File: config.mk
export PLATFORM = sky130hd
export DESIGN_NAME = tmark_gen
export DESIGN_NICKNAME = d
export VERILOG_FILES = /design/src/rtl/tmark_pkg.sv /design/src/rtl/tmark_cfg_reg.sv /design/src/rtl/tmark_fire.sv /design/src/rtl/tmark_refdiv.sv /design/src/rtl/tmark_gen.sv
export SDC_FILE = /design/constraint.sdc
export NUM_CORES = 1
export LEC_CHECK = 0
export CAP_MARGIN = 20
export CELL_PAD_IN_SITES_DETAIL_PLACEMENT = 1
export CELL_PAD_IN_SITES_GLOBAL_PLACEMENT = 1
export CORE_ASPECT_RATIO = 2
export CORE_MARGIN = 2
export CORE_UTILIZATION = 24
export DETAILED_ROUTE_END_ITERATION = 8
export DONT_BUFFER_PORTS = 1
export HOLD_SLACK_MARGIN = 0.02
export PLACE_DENSITY = 0.44
export SYNTH_ARGS = -nofsm -noshare
export SYNTH_HDL_FRONTEND = slang
export SYNTH_SLANG_ARGS = --single-unit
File: constraint.sdc
create_clock -name clk -period 6.39 [get_ports clk]
set_input_delay 1.278 -clock clk [delete_from_list [all_inputs] [get_ports clk]]
set_output_delay 1.278 -clock clk [all_outputs]
set_load 0.02 [all_outputs]
File: src/rtl/tmark_pkg.sv
package tmark_pkg;

    localparam int RATIO_W = 5;
    localparam int CFG_W   = RATIO_W + 2;

    // Control word: arm at bit 0, free-run at bit 1, ratio above
    typedef struct packed {
        logic [RATIO_W-1:0] ratio;
        logic               free;
        logic               arm;
    } tm_cfg_t;

    // Ratio 0 behaves as 1
    function automatic logic [RATIO_W:0] ratio_or_one(input logic [RATIO_W-1:0] r);
        logic [RATIO_W:0] v;
        v = {1'b0, r};
        if (r == '0) v = {{RATIO_W{1'b0}}, 1'b1};
        return v;
    endfunction

endpackage

File: src/rtl/tmark_cfg_reg.sv
module tmark_cfg_reg
    import tmark_pkg::*;
(
    input  logic    clk,
    input  logic    rst,
    input  logic    we,
    input  tm_cfg_t wdata,
    input  logic    clr_arm,
    output tm_cfg_t cfg_q,
    output tm_cfg_t cfg_eff,
    output logic    restart
);

    tm_cfg_t cfg_r;

    // A write in this cycle is seen by the fire logic at once
    assign cfg_eff = we ? wdata : cfg_r;
    assign restart = we & wdata.free;
    assign cfg_q   = cfg_r;

    always_ff @(posedge clk) begin
        if (rst) begin
            cfg_r <= '0;
        end else begin
            if (we) cfg_r <= wdata;
            // Hardware clear of arm wins over a software set on a TIC cycle
            if (clr_arm) cfg_r.arm <= 1'b0;
        end
    end

endmodule

File: src/rtl/tmark_fire.sv
module tmark_fire
    import tmark_pkg::*;
(
    input  logic    clk,
    input  logic    rst,
    input  logic    tic,
    input  tm_cfg_t cfg_eff,
    input  logic    restart,
    output logic    clr_arm,
    output logic    timemark
);

    logic [RATIO_W-1:0] cnt_q;
    logic [RATIO_W-1:0] cnt_base;
    logic [RATIO_W:0]   cnt_inc;
    logic [RATIO_W:0]   ratio_n;
    logic               wrap;
    logic               fire_free;
    logic               fire_arm;
    logic               mark_q;

    always_comb begin
        cnt_base  = restart ? '0 : cnt_q;
        cnt_inc   = {1'b0, cnt_base} + 1'b1;
        ratio_n   = ratio_or_one(cfg_eff.ratio);
        wrap      = (cnt_inc >= ratio_n);
        fire_free = tic & cfg_eff.free & wrap;
        fire_arm  = tic & ~cfg_eff.free & cfg_eff.arm;
    end

    assign clr_arm  = fire_arm;
    assign timemark = mark_q;

    always_ff @(posedge clk) begin
        if (rst) begin
            cnt_q <= '0;
        end else if (tic & cfg_eff.free) begin
            cnt_q <= wrap ? '0 : cnt_inc[RATIO_W-1:0];
        end else if (restart) begin
            cnt_q <= '0;
        end
    end

    always_ff @(posedge clk) begin
        if (rst) mark_q <= 1'b0;
        else     mark_q <= fire_free | fire_arm;
    end

endmodule

File: src/rtl/tmark_refdiv.sv
module tmark_refdiv #(
    parameter int DIV = 1250
) (
    input  logic clk,
    input  logic rst,
    output logic ref_en
);

    localparam int CW = (DIV > 1) ? $clog2(DIV) : 1;
    localparam logic [CW-1:0] LAST = CW'(DIV - 1);

    logic [CW-1:0] cnt_q;
    logic          en_q;

    always_ff @(posedge clk) begin
        if (rst) begin
            cnt_q <= '0;
            en_q  <= 1'b0;
        end else begin
            cnt_q <= (cnt_q == LAST) ? '0 : cnt_q + 1'b1;
            en_q  <= (cnt_q == LAST);
        end
    end

    assign ref_en = en_q;

endmodule

File: src/rtl/tmark_gen.sv
module tmark_gen
    import tmark_pkg::*;
#(
    parameter int REF_DIV = 1250
) (
    input  logic             clk,
    input  logic             rst,
    input  logic             tic,
    input  logic             cfg_we,
    input  logic [CFG_W-1:0] cfg_wdata,
    output logic [CFG_W-1:0] cfg_rdata,
    output logic             timemark,
    output logic             ref_en
);

    tm_cfg_t cfg_q;
    tm_cfg_t cfg_eff;
    logic    restart;
    logic    clr_arm;

    tmark_cfg_reg u_cfg (
        .clk     (clk),
        .rst     (rst),
        .we      (cfg_we),
        .wdata   (tm_cfg_t'(cfg_wdata)),
        .clr_arm (clr_arm),
        .cfg_q   (cfg_q),
        .cfg_eff (cfg_eff),
        .restart (restart)
    );

    tmark_fire u_fire (
        .clk      (clk),
        .rst      (rst),
        .tic      (tic),
        .cfg_eff  (cfg_eff),
        .restart  (restart),
        .clr_arm  (clr_arm),
        .timemark (timemark)
    );

    tmark_refdiv #(.DIV(REF_DIV)) u_ref (
        .clk    (clk),
        .rst    (rst),
        .ref_en (ref_en)
    );

    assign cfg_rdata = cfg_q;

endmodule

==> implementation parameters, run 1 <==
Parameter                              Value

Outcome
  Outcome ... complete, no violations

Setup path
  Critical path class ... input pin to flip-flop
  Startpoint of the worst-slack reg-to-reg timing path ... u_fire.cnt_q[0]
  Required time at the endpoint of the critical path ... 6.55 ns
  Worst Path Max Fanout ... 5
  Crit path launch type ... input pin
  Buffer and inverter count on the worst path ... 0
  Family with the most delay on the worst path ... compound AO/OA/AOI/OAI gates
  Capture instance of the worst register-to-register path ... u_fire.timemark
  Cells along the critical path ... and2_1 > nor2_1 > ha_1 > a21o_1 > a221oi_2 > nand2_2 > o2111a_1
  Depth of the worst register-to-register path ... 8
  Largest stage delay on the critical path ... 0.44 ns
  Nature of the critical path endpoint ... flip-flop
  Slack of the worst reg-to-reg path ... 4.06 ns
  Endpoint arrival time on the critical path ... 2.86 ns
  Master of the slowest instance on the critical path ... sky130_fd_sc_hd__a221oi_2

Timing
  Slack of the critical path ... 3.70 ns
  Slew @ Worst Pin ... 0.610 ns
  Unrepaired setup endpoints after global routing ... false
  Tightest slew margin relative to the limit ... 58.1%
  Final critical path time including I/O delays and setup ... 2.69 ns
  Final hold viol count ... 0
  Final critical-path share of the clock period ... 42.2%
  Setup TNS Final ... 0 ns
  Final setup skew ... 0.00270 ns
  Final count of pins violating max slew ... 0
  FMAX ... 0.371 GHz
  Count of endpoints failing setup in the final report ... 0

Route
  Iter 0 DRT Violations ... 4
  Routed wire length on met2 ... 1.87 mm
  Count of unresolved DRC violations after routing ... 0
  Antenna-violating nets left ... 0
  Wire length after detailed routing ... 3.21 mm
  First-pass detailed-route iteration total ... 2
  Number of vias in the routed layout ... 987
  Via count normalized by instance count ... 4.98
  Met3 wire len ... 129 um
  Routed wire per std cell ... 16.2 um
  Met1 wire length ... 1.12 mm
  Highest metal layer used by the detailed router ... met4

Yosys
  Netlist area before placement ... 1250 sq um
  Gate count of the mapped netlist ... 140
  Post-Synthesis Mean Instance Area ... 8.93 sq um
  Synthesis-stage register bit count ... 25
  Primary FF master, synth ... sky130_fd_sc_hd__dfxtp_1
  EDFF count, synth ... 0
  Sequential element share of the synthesized area ... 40.0%
  Syn_nets ... 157
  Count of unique library cells instantiated by Yosys ... 36
  Warning count from the yosys run ... 0
  Asr flop ratio synth ... 0%

Hold path
  Hold endpoint ... u_ref.cnt_q[0]
  Min-delay src ... u_ref.cnt_q[0]
  Worst min path class ... flip-flop to flip-flop
  Number of cells on the worst hold path ... 1

Final layout
  Net count of the finished layout ... 158
  Multi-input gate area ... 723 sq um
  Area overhead of the layout relative to synthesis ... 7.91%
  Ratio of cells with drive above 1 in the final layout ... 6.43%
  Core utilization of the finished layout ... 26.5%
  Commonest cells after routing, fill and taps aside ... sky130_fd_sc_hd__nor2_1 (25), sky130_fd_sc_hd__dfxtp_1 (25), sky130_fd_sc_hd__xor2_1 (10), sky130_fd_sc_hd__nand2_1 (10)
  Inserted Diodes ... 0
  Number of filler instances in the final layout ... 606
  FF/Latch Area ... 500 sq um
  Area of all placed cells without fillers ... 1350 sq um

Clock tree
  Clock buffers created by TritonCTS ... 3
  Post-CTS Repair Setup Buffers ... 0
  Clock transition at the registers of the reported paths ... 0.09 ns
  CTS tree ... yes
  Count of H-tree levels built during CTS ... 1
  Clock tree sinks ... 25
  Worst-skew pair later-pin latency ... 0.26 ns
  Root Driver ... sky130_fd_sc_hd__clkbuf_8
  Post-cts hold buffer count ... 0
  Buffer levels on the longest clock path ... 2
  Post-cts sizing count ... 0

Power
  Power density over the cells ... 215 nW/um^2
  Static Leakage ... 0.000511 uW
  Total design power ... 290 uW
  Maximum VDD drop ... 0.000100 V

Place
  Final weighted congestion of routability-driven global placement ... 0.798
  Setup Slack @ Placement ... 3.39 ns
  Sum of net half-perimeters after detailed placement ... 2.57 mm
  DP Area ... 1300 sq um
  IO Port Bufs ... 0

Global route
  Total global routing track utilization ... 12.0%
  Total congestion overflow ... 0
  Antenna violations before repair ... 0
  Vias in the first global route ... 1041
  Wire length of the first global-routing pass ... 5.13 mm
  Maximum number of pins on one net before global-route repair ... 14

Floorplan
  Overall die width ... 55.0 um
  Full die area ... 5840 sq um
  Initial standard-cell utilization of the core ... 24.5%
  Core ar. ... 5090 sq um
  Ports ... 20
  Num rows ... 37
  Die height ... 106 um

Job
  Number of maximum-capacitance constraint violations ... 0
==> registers in the layout, summed over array words and instances, names as in the netlist <==
name and cells:
u_ref.cnt_q 11, u_cfg.cfg_q 7, u_fire.cnt_q 5, u_fire.timemark 1, u_ref.ref_en 1
==> cell type report <==
type                    instances  area share, %
flip-flops and latches         25           37.1
inverters                       2          0.557
clock buffers                   4           3.34
multi-input cells             109           53.6
well taps                      58           5.38
==> cells by family after synthesis <==
group / after synthesis / synth area share, %
buffers and inverters: 6 / 2.10
multiplexers: 7 / 5.61
adder cells (fa/ha/maj): 6 / 6.01
XOR/XNOR: 15 / 10.5
AND/OR/NAND/NOR: 66 / 26.0
flip-flops: 25 / 40.0
AO/OA/AOI/OAI: 15 / 9.71
==> worst reg2reg max path: stages (launching register included) <==
cell and delay [ns]:
sky130_fd_sc_hd__dfxtp_1 0.47, sky130_fd_sc_hd__nand3_1 0.19, sky130_fd_sc_hd__xor2_1 0.18, sky130_fd_sc_hd__nor2_1 0.06
sky130_fd_sc_hd__ha_1 0.31, sky130_fd_sc_hd__a21o_1 0.19, sky130_fd_sc_hd__a221oi_2 0.44, sky130_fd_sc_hd__nand2_2 0.13
sky130_fd_sc_hd__o2111a_1 0.25
==> metrics by stage <==
step | std cells | hold slack [ns]
4_1_cts | 198 | 0.493
2_1_floorplan | 140 | 0.445
3_5_place_dp | 194 | 0.471
6_report | 198 | 0.483
3_3_place_gp | 194 | 0.466
5_1_grt | 198 | 0.514
==> how the worst max path moves through the flow <==
stage               cells past startpoint  slack [ns]    startpoint               to
global route                            7        3.56  cfg_wdata[1]  u_fire.timemark
finish                                  7        3.70  cfg_wdata[1]  u_fire.timemark
CTS                                     7        3.68  cfg_wdata[1]  u_fire.timemark
global placement                        7        3.46  cfg_wdata[1]  u_fire.timemark
detailed placement                      7        3.39  cfg_wdata[1]  u_fire.timemark
floorplan                               8        3.41        cfg_we  u_fire.timemark
==> Yosys cell counts, types with 2 or more instances <==
cell	count	area share (%)
sky130_fd_sc_hd__dfxtp_1	25	40
sky130_fd_sc_hd__nor2_1	25	7.5
sky130_fd_sc_hd__nand2_1	10	3.0
sky130_fd_sc_hd__xor2_1	10	7.0
sky130_fd_sc_hd__mux2i_1	7	5.6
sky130_fd_sc_hd__nand3_1	7	2.8
sky130_fd_sc_hd__ha_1	6	6.0
sky130_fd_sc_hd__nand4_1	5	2.5
sky130_fd_sc_hd__xnor2_1	5	3.5
sky130_fd_sc_hd__a211oi_1	3	1.8
sky130_fd_sc_hd__and3_1	3	1.5
sky130_fd_sc_hd__clkbuf_1	3	0.90
sky130_fd_sc_hd__nand2b_1	3	1.5
sky130_fd_sc_hd__a21bo_2	2	1.6
sky130_fd_sc_hd__a21oi_1	2	0.80
sky130_fd_sc_hd__and2_1	2	1.0
sky130_fd_sc_hd__inv_1	2	0.60
sky130_fd_sc_hd__nor2b_1	2	1.0
==> report_power, final <==
| part | internal (uW) | switching (uW) | leakage, uW |
|---|---|---|---|
| clock | 44.5 | 48.3 | 0.0000228 |
| combinational | 11.9 | 16.1 | 0.000285 |
| sequential | 161 | 8.91 | 0.000204 |
==> layer usage <==
metal / global-route usage, % / up-vias
met3: 2.53 / 6
met1: 11.9 / 479
met5: 0 / -
met2: 21.9 / 17
met4: 5.23 / 0
li1: - / 485
No activity file was read; power rests on OpenSTA's default activity.
==> run 2: changes to the inputs <==
--- a/config.mk
+++ b/config.mk
@@ -5,6 +5,7 @@
 export SDC_FILE = /design/constraint.sdc
 export NUM_CORES = 1
 export LEC_CHECK = 0
+export ABC_AREA = 1
 export CAP_MARGIN = 20
 export CELL_PAD_IN_SITES_DETAIL_PLACEMENT = 1
 export CELL_PAD_IN_SITES_GLOBAL_PLACEMENT = 1
@@ -14,7 +15,7 @@
 export DETAILED_ROUTE_END_ITERATION = 8
 export DONT_BUFFER_PORTS = 1
 export HOLD_SLACK_MARGIN = 0.02
-export PLACE_DENSITY = 0.44
+export PLACE_DENSITY = 0.48
 export SYNTH_ARGS = -nofsm -noshare
 export SYNTH_HDL_FRONTEND = slang
 export SYNTH_SLANG_ARGS = --single-unit
==> constraint.sdc (replaced) <==
create_clock -name clk -period 2.3 [get_ports clk]
set_input_delay 0.46 -clock clk [delete_from_list [all_inputs] [get_ports clk]]
set_output_delay 0.46 -clock clk [all_outputs]
set_load 0.02 [all_outputs]
==> run 2 against run 1 <==
Compared with the run above:
- sequential cell count is the same
- die area grew 5.1%
- area after synthesis grew 5.4%
- non-clock buffer count is the same
- routed wire length shrank 0.50%
- clock power grew to 2.9 times the previous value
- final cell count grew 22%
- sequential power grew to 2.7 times the previous value
- critical path depth grew 6
- synthesized cell count grew 29%
- cell area grew 5.6%
- sequential share of layout area shrank 2.0 points
- critical endpoint is now u_fire.cnt_q[2]
==> implementation parameters, run 2 <==
Parameter                              Value

Yosys
  Syn_nets ... 197 (+25%)
  Post-Synthesis Mean Instance Area ... 7.32 sq um (-18%)
  Count of unique library cells instantiated by Yosys ... 26 (-28%)
  Dominant cell by count in the synthesized netlist ... sky130_fd_sc_hd__nand2_1
  Synthesis-stage register bit count ... 25 (unchanged)
  Gate count of the mapped netlist ... 180 (+29%)
  Sequential element share of the synthesized area ... 38.0% (-2.1 points)
  Netlist area before placement ... 1320 sq um (+5.4%)
  Primary FF master, synth ... sky130_fd_sc_hd__dfxtp_1
  Top area cells in the synthesized netlist ... sky130_fd_sc_hd__dfxtp_1 (38%), sky130_fd_sc_hd__nand2_1 (11%), sky130_fd_sc_hd__nor2_1 (7.7%), sky130_fd_sc_hd__inv_1 (6.3%), sky130_fd_sc_hd__ha_1 (5.7%)
  Warning count from the yosys run ... 0 (unchanged)
  Asr flop ratio synth ... 0% (unchanged)
  Most common library cells after synthesis ... sky130_fd_sc_hd__nand2_1 (38), sky130_fd_sc_hd__nor2_1 (27), sky130_fd_sc_hd__dfxtp_1 (25), sky130_fd_sc_hd__inv_1 (22), sky130_fd_sc_hd__nand3_1 (12)
  EDFF count, synth ... 0 (unchanged)
  Largest area contributor in the netlist ... sky130_fd_sc_hd__dfxtp_1
  Fraction of synthesized cell area taken by the top area cell type ... 38.0% (-2.1 points)

Floorplan
  Overall die width ... 56.4 um (+2.5%)
  Full die area ... 6130 sq um (+5.1%)
  Core ar. ... 5370 sq um (+5.5%)
  Num rows ... 38 (+2.7%)
  Initial standard-cell utilization of the core ... 24.5% (about the same)
  Die height ... 109 um (+2.6%)
  Ports ... 20 (unchanged)

Place
  Sum of net half-perimeters after detailed placement ... 2.66 mm (+3.4%)
  IO Port Bufs ... 0 (unchanged)
  Final weighted congestion of routability-driven global placement ... 0.789 (-1.1%)
  Inst Count DP ... 238 (+23%)

Route
  Iter 0 DRT Violations ... 19 (+15)
  Count of unresolved DRC violations after routing ... 0 (unchanged)
  Routed wire per std cell ... 13.2 um (-19%)
  Number of vias in the routed layout ... 1121 (+14%)
  Via count normalized by instance count ... 4.63 (-7.1%)
  First-pass detailed-route iteration total ... 2 (unchanged)
  Wire length after detailed routing ... 3.20 mm (-0.50%)
  Antenna-violating nets left ... 0 (unchanged)

Setup path
  Nature of the critical path endpoint ... flip-flop
  Crit path launch type ... flip-flop
  Largest stage delay on the critical path ... 0.36 ns (-0.08 ns)
  Family with the most delay on the worst path ... simple AND/OR/NAND/NOR gates
  Master of the slowest instance on the critical path ... sky130_fd_sc_hd__dfxtp_1
  Cells along the critical path ... nand2_4 > nor2_4 > nand2_2 > nor2_4 > inv_2 > nand2_1 > inv_1 > ha_1 > a21oi_1 > o21ai_2 > nor2_4 > nand3_1 > a21oi_1
  Buffer and inverter count on the worst path ... 2 (+2)
  Required time at the endpoint of the critical path ... 2.50 ns (-4.05 ns)
  Top cell by count, worst path ... sky130_fd_sc_hd__nor2_4
  Endpoint arrival time on the critical path ... 2.12 ns (-0.74 ns)
  Critical path class ... flip-flop to flip-flop
  Worst Path Max Fanout ... 5 (unchanged)

Power
  Power density over the cells ... 570 nW/um^2 (+160%)
  Static Leakage ... 0.000635 uW (+24%)
  Maximum VDD drop ... 0.000246 V (+150%)

Final layout
  Flip-flop count of the largest register, all copies and words added ... 11 (unchanged)
  Most flops, register ... u_ref.cnt_q
  Inserted Diodes ... 0 (unchanged)
  Ratio of cells with drive above 1 in the final layout ... 14.8% (+8.4 points)
  Net count of the finished layout ... 200 (+27%)
  Commonest cells after routing, fill and taps aside ... sky130_fd_sc_hd__nand2_1 (38), sky130_fd_sc_hd__nor2_1 (27), sky130_fd_sc_hd__dfxtp_1 (25)
  Non-filler cells in the finished layout ... 242 (+22%)
  Commonest non-fill, non-tap cell in the layout ... sky130_fd_sc_hd__nand2_1
  Area overhead of the layout relative to synthesis ... 8.07%

Clock tree
  Clock transition at the registers of the reported paths ... 0.10 ns (about the same)
  Buffer levels on the longest clock path ... 2 (unchanged)
  Clock buffers created by TritonCTS ... 3 (unchanged)
  Clock tree sinks ... 25 (unchanged)
  Worst-skew pair later-pin latency ... 0.27 ns (about the same)
  Post-CTS Repair Setup Buffers ... 0 (unchanged)
  CTS tree ... yes
  Post-cts hold buffer count ... 0 (unchanged)
  Root Driver ... sky130_fd_sc_hd__clkbuf_8
  Post-cts sizing count ... 0 (unchanged)
  Count of H-tree levels built during CTS ... 1 (unchanged)

Timing
  Final critical path time including I/O delays and setup ... 1.92 ns
  Final hold viol count ... 0 (unchanged)
  Tightest slew margin relative to the limit ... 75.9% (+18 points)
  Unrepaired setup endpoints after global routing ... false
  Count of endpoints failing setup in the final report ... 0 (unchanged)
  Final count of pins violating max slew ... 0 (unchanged)
  Setup TNS Final ... 0 ns (unchanged)
  Final setup skew ... 0.00901 ns (+0.00631 ns)
  Final critical-path share of the clock period ... 83.5%
  FMAX ... 0.521 GHz
  Slew @ Worst Pin ... 0.361 ns (-0.249 ns)

Outcome
  Outcome ... complete, no violations

Global route
  Vias in the first global route ... 1264 (+21%)
  Wire length of the first global-routing pass ... 5.46 mm (+6.6%)
  Total congestion overflow ... 0 (unchanged)
  Antenna violations before repair ... 0 (unchanged)
  Maximum number of pins on one net before global-route repair ... 16 (+2)
  Total global routing track utilization ... 11.6% (-0.41 points)

Job
  Number of maximum-capacitance constraint violations ... 0 (unchanged)

Hold path
  Worst min path class ... input pin to flip-flop
run 2: cell count changes after synthesis, moves of 5 or more:
cell and delta:
sky130_fd_sc_hd__nand2_1 +28, sky130_fd_sc_hd__inv_1 +20, sky130_fd_sc_hd__a21oi_1 +6, sky130_fd_sc_hd__xor2_1 -6
sky130_fd_sc_hd__mux2i_1 -5, sky130_fd_sc_hd__nand3_1 +5, sky130_fd_sc_hd__nor2_2 +5, sky130_fd_sc_hd__xnor2_1 -5
run 2: layout make-up:
cell class,count,area [sq um]
clock buffers,3,41.3
clock inverters,1,5.00
fillers,688,3950
inverters,27,104
multi-input cells,126,698
flip-flops and latches,25,500
well taps,60,75.1
run 2: worst paths after layout:
path / cells past startpoint / end / slack (ns) / start
max: 13 / u_fire.cnt_q[2] / 0.38 / u_fire.cnt_q[1]
min: 1 / u_cfg.cfg_q[6] / 0.25 / rst
max reg2reg: 13 / u_fire.cnt_q[2] / 0.38 / u_fire.cnt_q[1]
min reg2reg: 1 / u_ref.cnt_q[0] / 0.48 / u_ref.cnt_q[0]
run 2: routing by layer:
metal | vias to the layer above | routed length (um) | share of wire [%] | GRT usage (%)
met2 | 13 | 1960 | 61 | 24.4
met1 | 537 | 1070 | 34 | 9.96
met4 | 0 | 91 | 2.8 | 5.61
met5 | - | 0 | 0 | 0
li1 | 565 | - | - | -
met3 | 6 | 70 | 2.2 | 1.78
run 2: report_power, final:
| group | internal (uW) | switching, uW |
|---|---|---|
| Sequential | 446 | 18.5 |
| Combinational | 26.5 | 49.4 |
| Clock | 121 | 149 |
| Total | 594 | 217 |
run 2: metrics by stage:
step	hold slack (ns)	instance area, sq um	power, uW	setup WS (ns)	utilization [%]
3_5_place_dp	0.465	1380	554	0.175	25.6
3_3_place_gp	0.446	1380	550	0.239	25.6
5_1_grt	0.229	1420	856	0.113	26.5
4_1_cts	0.231	1420	829	0.351	26.5
2_1_floorplan	0.433	1320	539	0.240	-
6_report	0.246	1420	811	0.380	26.5
run 2: cells by family (layout without fill, tap and decap cells):
family                     after synthesis  after routing  share of synthesized area, %
and+or+nand+nor                        103            103                          38.3
buffers and inverters                   29             31                          9.02
DFF                                     25             25                          38.0
AOI/OAI and AO/OA                       11             11                          4.84
adders and majority gates                6              6                          5.70
xor gates and xnor gates                 4              4                          2.66
muxes                                    2              2                          1.52
==> run 3: changes to the inputs <==
--- a/config.mk
+++ b/config.mk
@@ -15,7 +15,7 @@
 export DETAILED_ROUTE_END_ITERATION = 8
 export DONT_BUFFER_PORTS = 1
 export HOLD_SLACK_MARGIN = 0.02
-export PLACE_DENSITY = 0.48
+export PLACE_DENSITY = 0.46
 export SYNTH_ARGS = -nofsm -noshare
 export SYNTH_HDL_FRONTEND = slang
 export SYNTH_SLANG_ARGS = --single-unit
==> constraint.sdc (replaced) <==
create_clock -name clk -period 1.85 [get_ports clk]
set_input_delay 0.37 -clock clk [delete_from_list [all_inputs] [get_ports clk]]
set_output_delay 0.37 -clock clk [all_outputs]
set_load 0.02 [all_outputs]
==> run 3 against run 2 <==
Compared with the run above:
- register-to-register slack got worse by 0.26 ns
- setup slack got worse by 0.26 ns
- via count grew 2.6%
- sequential cell count unchanged
- maximum frequency up 11%
- largest cell class unchanged
- highest routed layer unchanged
- total power is 26% higher
- clock skew shrank 0.0039 ns
- critical path type unchanged
- largest power group unchanged
- hold slack worse by 0.083 ns
- sequential power grew 23%
==> implementation parameters, run 3 (synthesized netlist as in run 2, its figures left out) <==
Parameter                              Value

Outcome
  Outcome ... complete, no violations

Setup path
  Critical path class ... flip-flop to flip-flop
  Endpoint arrival time on the critical path ... 1.93 ns (-0.19 ns)
  Required time at the endpoint of the critical path ... 2.05 ns (-0.45 ns)
  Crit path launch type ... flip-flop
  Nature of the critical path endpoint ... flip-flop
  Worst Path Max Fanout ... 5 (unchanged)

Hold path
  Worst min path class ... input pin to flip-flop

Final layout
  Area of all placed cells without fillers ... 1570 sq um (+10%)
  Area overhead of the layout relative to synthesis ... 19.0%
  Number of filler instances in the final layout ... 669 (-2.8%)
  Commonest non-fill, non-tap cell in the layout ... sky130_fd_sc_hd__nand2_1
  Commonest cells after routing, fill and taps aside ... sky130_fd_sc_hd__nand2_1 (36), sky130_fd_sc_hd__nor2_1 (27), sky130_fd_sc_hd__dfxtp_1 (23)
  Flip-flop count of the largest register, all copies and words added ... 11 (unchanged)
  Non-filler cells in the finished layout ... 253 (+4.5%)
  Net count of the finished layout ... 211 (+5.5%)
  Most flops, register ... u_ref.cnt_q
  Inserted Diodes ... 0 (unchanged)
  Ratio of cells with drive above 1 in the final layout ... 26.9% (+12 points)

Floorplan
  Overall die width ... 56.4 um (unchanged)
  Core ar. ... 5370 sq um (unchanged)
  Initial standard-cell utilization of the core ... 24.5% (unchanged)
  Num rows ... 38 (unchanged)
  Ports ... 20 (unchanged)
  Full die area ... 6130 sq um (unchanged)
  Die height ... 109 um (unchanged)

Global route
  GRT met3 Usage ... 1.42% (-0.36 points)
  Antenna violations before repair ... 0 (unchanged)
  Total global routing track utilization ... 12.2% (+0.61 points)
  Vias in the first global route ... 1274 (+0.79%)
  Wire length of the first global-routing pass ... 5.70 mm (+4.3%)
  Met2 layer usage reported by global route ... 27.7% (+3.4 points)
  Maximum number of pins on one net before global-route repair ... 16 (unchanged)
  Met1 demand-to-capacity share in global routing ... 9.75% (-0.21 points)
  Most Crowded Layer GR ... met2
  Total congestion overflow ... 0 (unchanged)

Clock tree
  Worst-skew pair later-pin latency ... 0.27 ns (about the same)
  Root Driver ... sky130_fd_sc_hd__clkbuf_8
  Clock transition at the registers of the reported paths ... 0.09 ns (about the same)
  Buffer levels on the longest clock path ... 2 (unchanged)
  Post-cts hold buffer count ... 0 (unchanged)
  Clock buffers created by TritonCTS ... 3 (unchanged)
  CTS tree ... yes
  Clock tree sinks ... 25 (unchanged)
  Count of H-tree levels built during CTS ... 1 (unchanged)

Timing
  Final setup skew ... 0.00515 ns (-0.00386 ns)
  Final critical-path share of the clock period ... 93.4% (+9.9 points)
  FMAX ... 0.579 GHz (+11%)
  Final hold viol count ... 0 (unchanged)
  Unrepaired setup endpoints after global routing ... true
  Slew @ Worst Pin ... 0.362 ns (+0.000977 ns)
  Setup TNS Final ... 0 ns (unchanged)
  Final count of pins violating max slew ... 0 (unchanged)
  Final critical path time including I/O delays and setup ... 1.73 ns (-0.192 ns)
  Count of endpoints failing setup in the final report ... 0 (unchanged)
  Tightest slew margin relative to the limit ... 75.8% (about the same)
  Worst hold-check slack ... 0.163 ns (-0.0834 ns)

Place
  Sum of net half-perimeters after detailed placement ... 2.95 mm (+11%)
  IO Port Bufs ... 0 (unchanged)
  Inst Count DP ... 248 (+4.2%)
  DP Area ... 1470 sq um (+6.8%)
  Final weighted congestion of routability-driven global placement ... 0.778 (-1.5%)

Power
  Power density over the cells ... 649 nW/um^2 (+14%)
  Total design power ... 1020 uW (+26%)
  Static Leakage ... 0.000697 uW (+9.8%)
  Maximum VDD drop ... 0.000346 V (+41%)

Route
  Antenna-violating nets left ... 0 (unchanged)
  Count of unresolved DRC violations after routing ... 0 (unchanged)
  Number of vias in the routed layout ... 1150 (+2.6%)
  Wire length after detailed routing ... 3.52 mm (+10%)
  Routed wire per std cell ... 13.9 um (+5.4%)
  First-pass detailed-route iteration total ... 2 (unchanged)
  Via count normalized by instance count ... 4.55 (-1.9%)
  Iter 0 DRT Violations ... 12 (-7)

Job
  Number of maximum-capacitance constraint violations ... 0 (unchanged)
## run 3: layer usage
layer	wire (um)	vias to the layer above
met4	31	0
met3	36	2
met1	1140	559
met2	2320	7
met5	0	-
li1	-	582
## run 3: area by class of cell
cell class / count / area [sq um] / area share, %
Timing Repair Buffer: 11 / 82.6 / 5.27
Clock buffer: 4 / 45.0 / 2.87
Multi-Input combinational cell: 126 / 758 / 48.4
Sequential cell: 25 / 503 / 32.1
Inverter: 27 / 104 / 6.62
Tap cell: 60 / 75.1 / 4.79
## run 3: timing repair
item	in CTS	in global routing
resized for setup	1	11
pin swaps	0	9
setup endpoints to repair	6	6
setup buffers	0	1
gates cloned	0	0
## run 3: critical path: stages, from the launching register on
cell and delay, ns:
sky130_fd_sc_hd__dfxtp_2 0.36, sky130_fd_sc_hd__nand2_4 0.06, sky130_fd_sc_hd__nor2_4 0.11, sky130_fd_sc_hd__nand2_4 0.07
sky130_fd_sc_hd__nor2_4 0.10, sky130_fd_sc_hd__inv_2 0.05, sky130_fd_sc_hd__nand2_2 0.07, sky130_fd_sc_hd__inv_2 0.04
sky130_fd_sc_hd__ha_4 0.21, sky130_fd_sc_hd__a21oi_2 0.14, sky130_fd_sc_hd__o21ai_2 0.08, sky130_fd_sc_hd__nor2_4 0.14
sky130_fd_sc_hd__nand3_1 0.12, sky130_fd_sc_hd__a21oi_2 0.12
## run 3: where the power goes
group          switching (uW)  total, uW  internal, uW
Clock                     171        325           154
Sequential               17.3        572           554
Combinational            75.7        122          46.0
## run 3: through the flow
step	util, %	setup WS [ns]
6_report	29.2	0.122
5_1_grt	29.2	-0.0173
4_1_cts	28.2	0.0156
3_5_place_dp	27.4	-0.0600
3_3_place_gp	27.4	0.00295
2_1_floorplan	-	-0.0735
## run 3: final timing paths
kind / startpoint / endpoint / slack, ns / cells past startpoint
hold / removal: rst / u_cfg.cfg_q[5] / 0.16 / 1
setup / recovery: u_fire.cnt_q[1] / u_fire.cnt_q[4] / 0.12 / 13
hold reg to reg: u_ref.cnt_q[0] / u_ref.cnt_q[0] / 0.47 / 1
setup reg to reg: u_fire.cnt_q[1] / u_fire.cnt_q[4] / 0.12 / 13
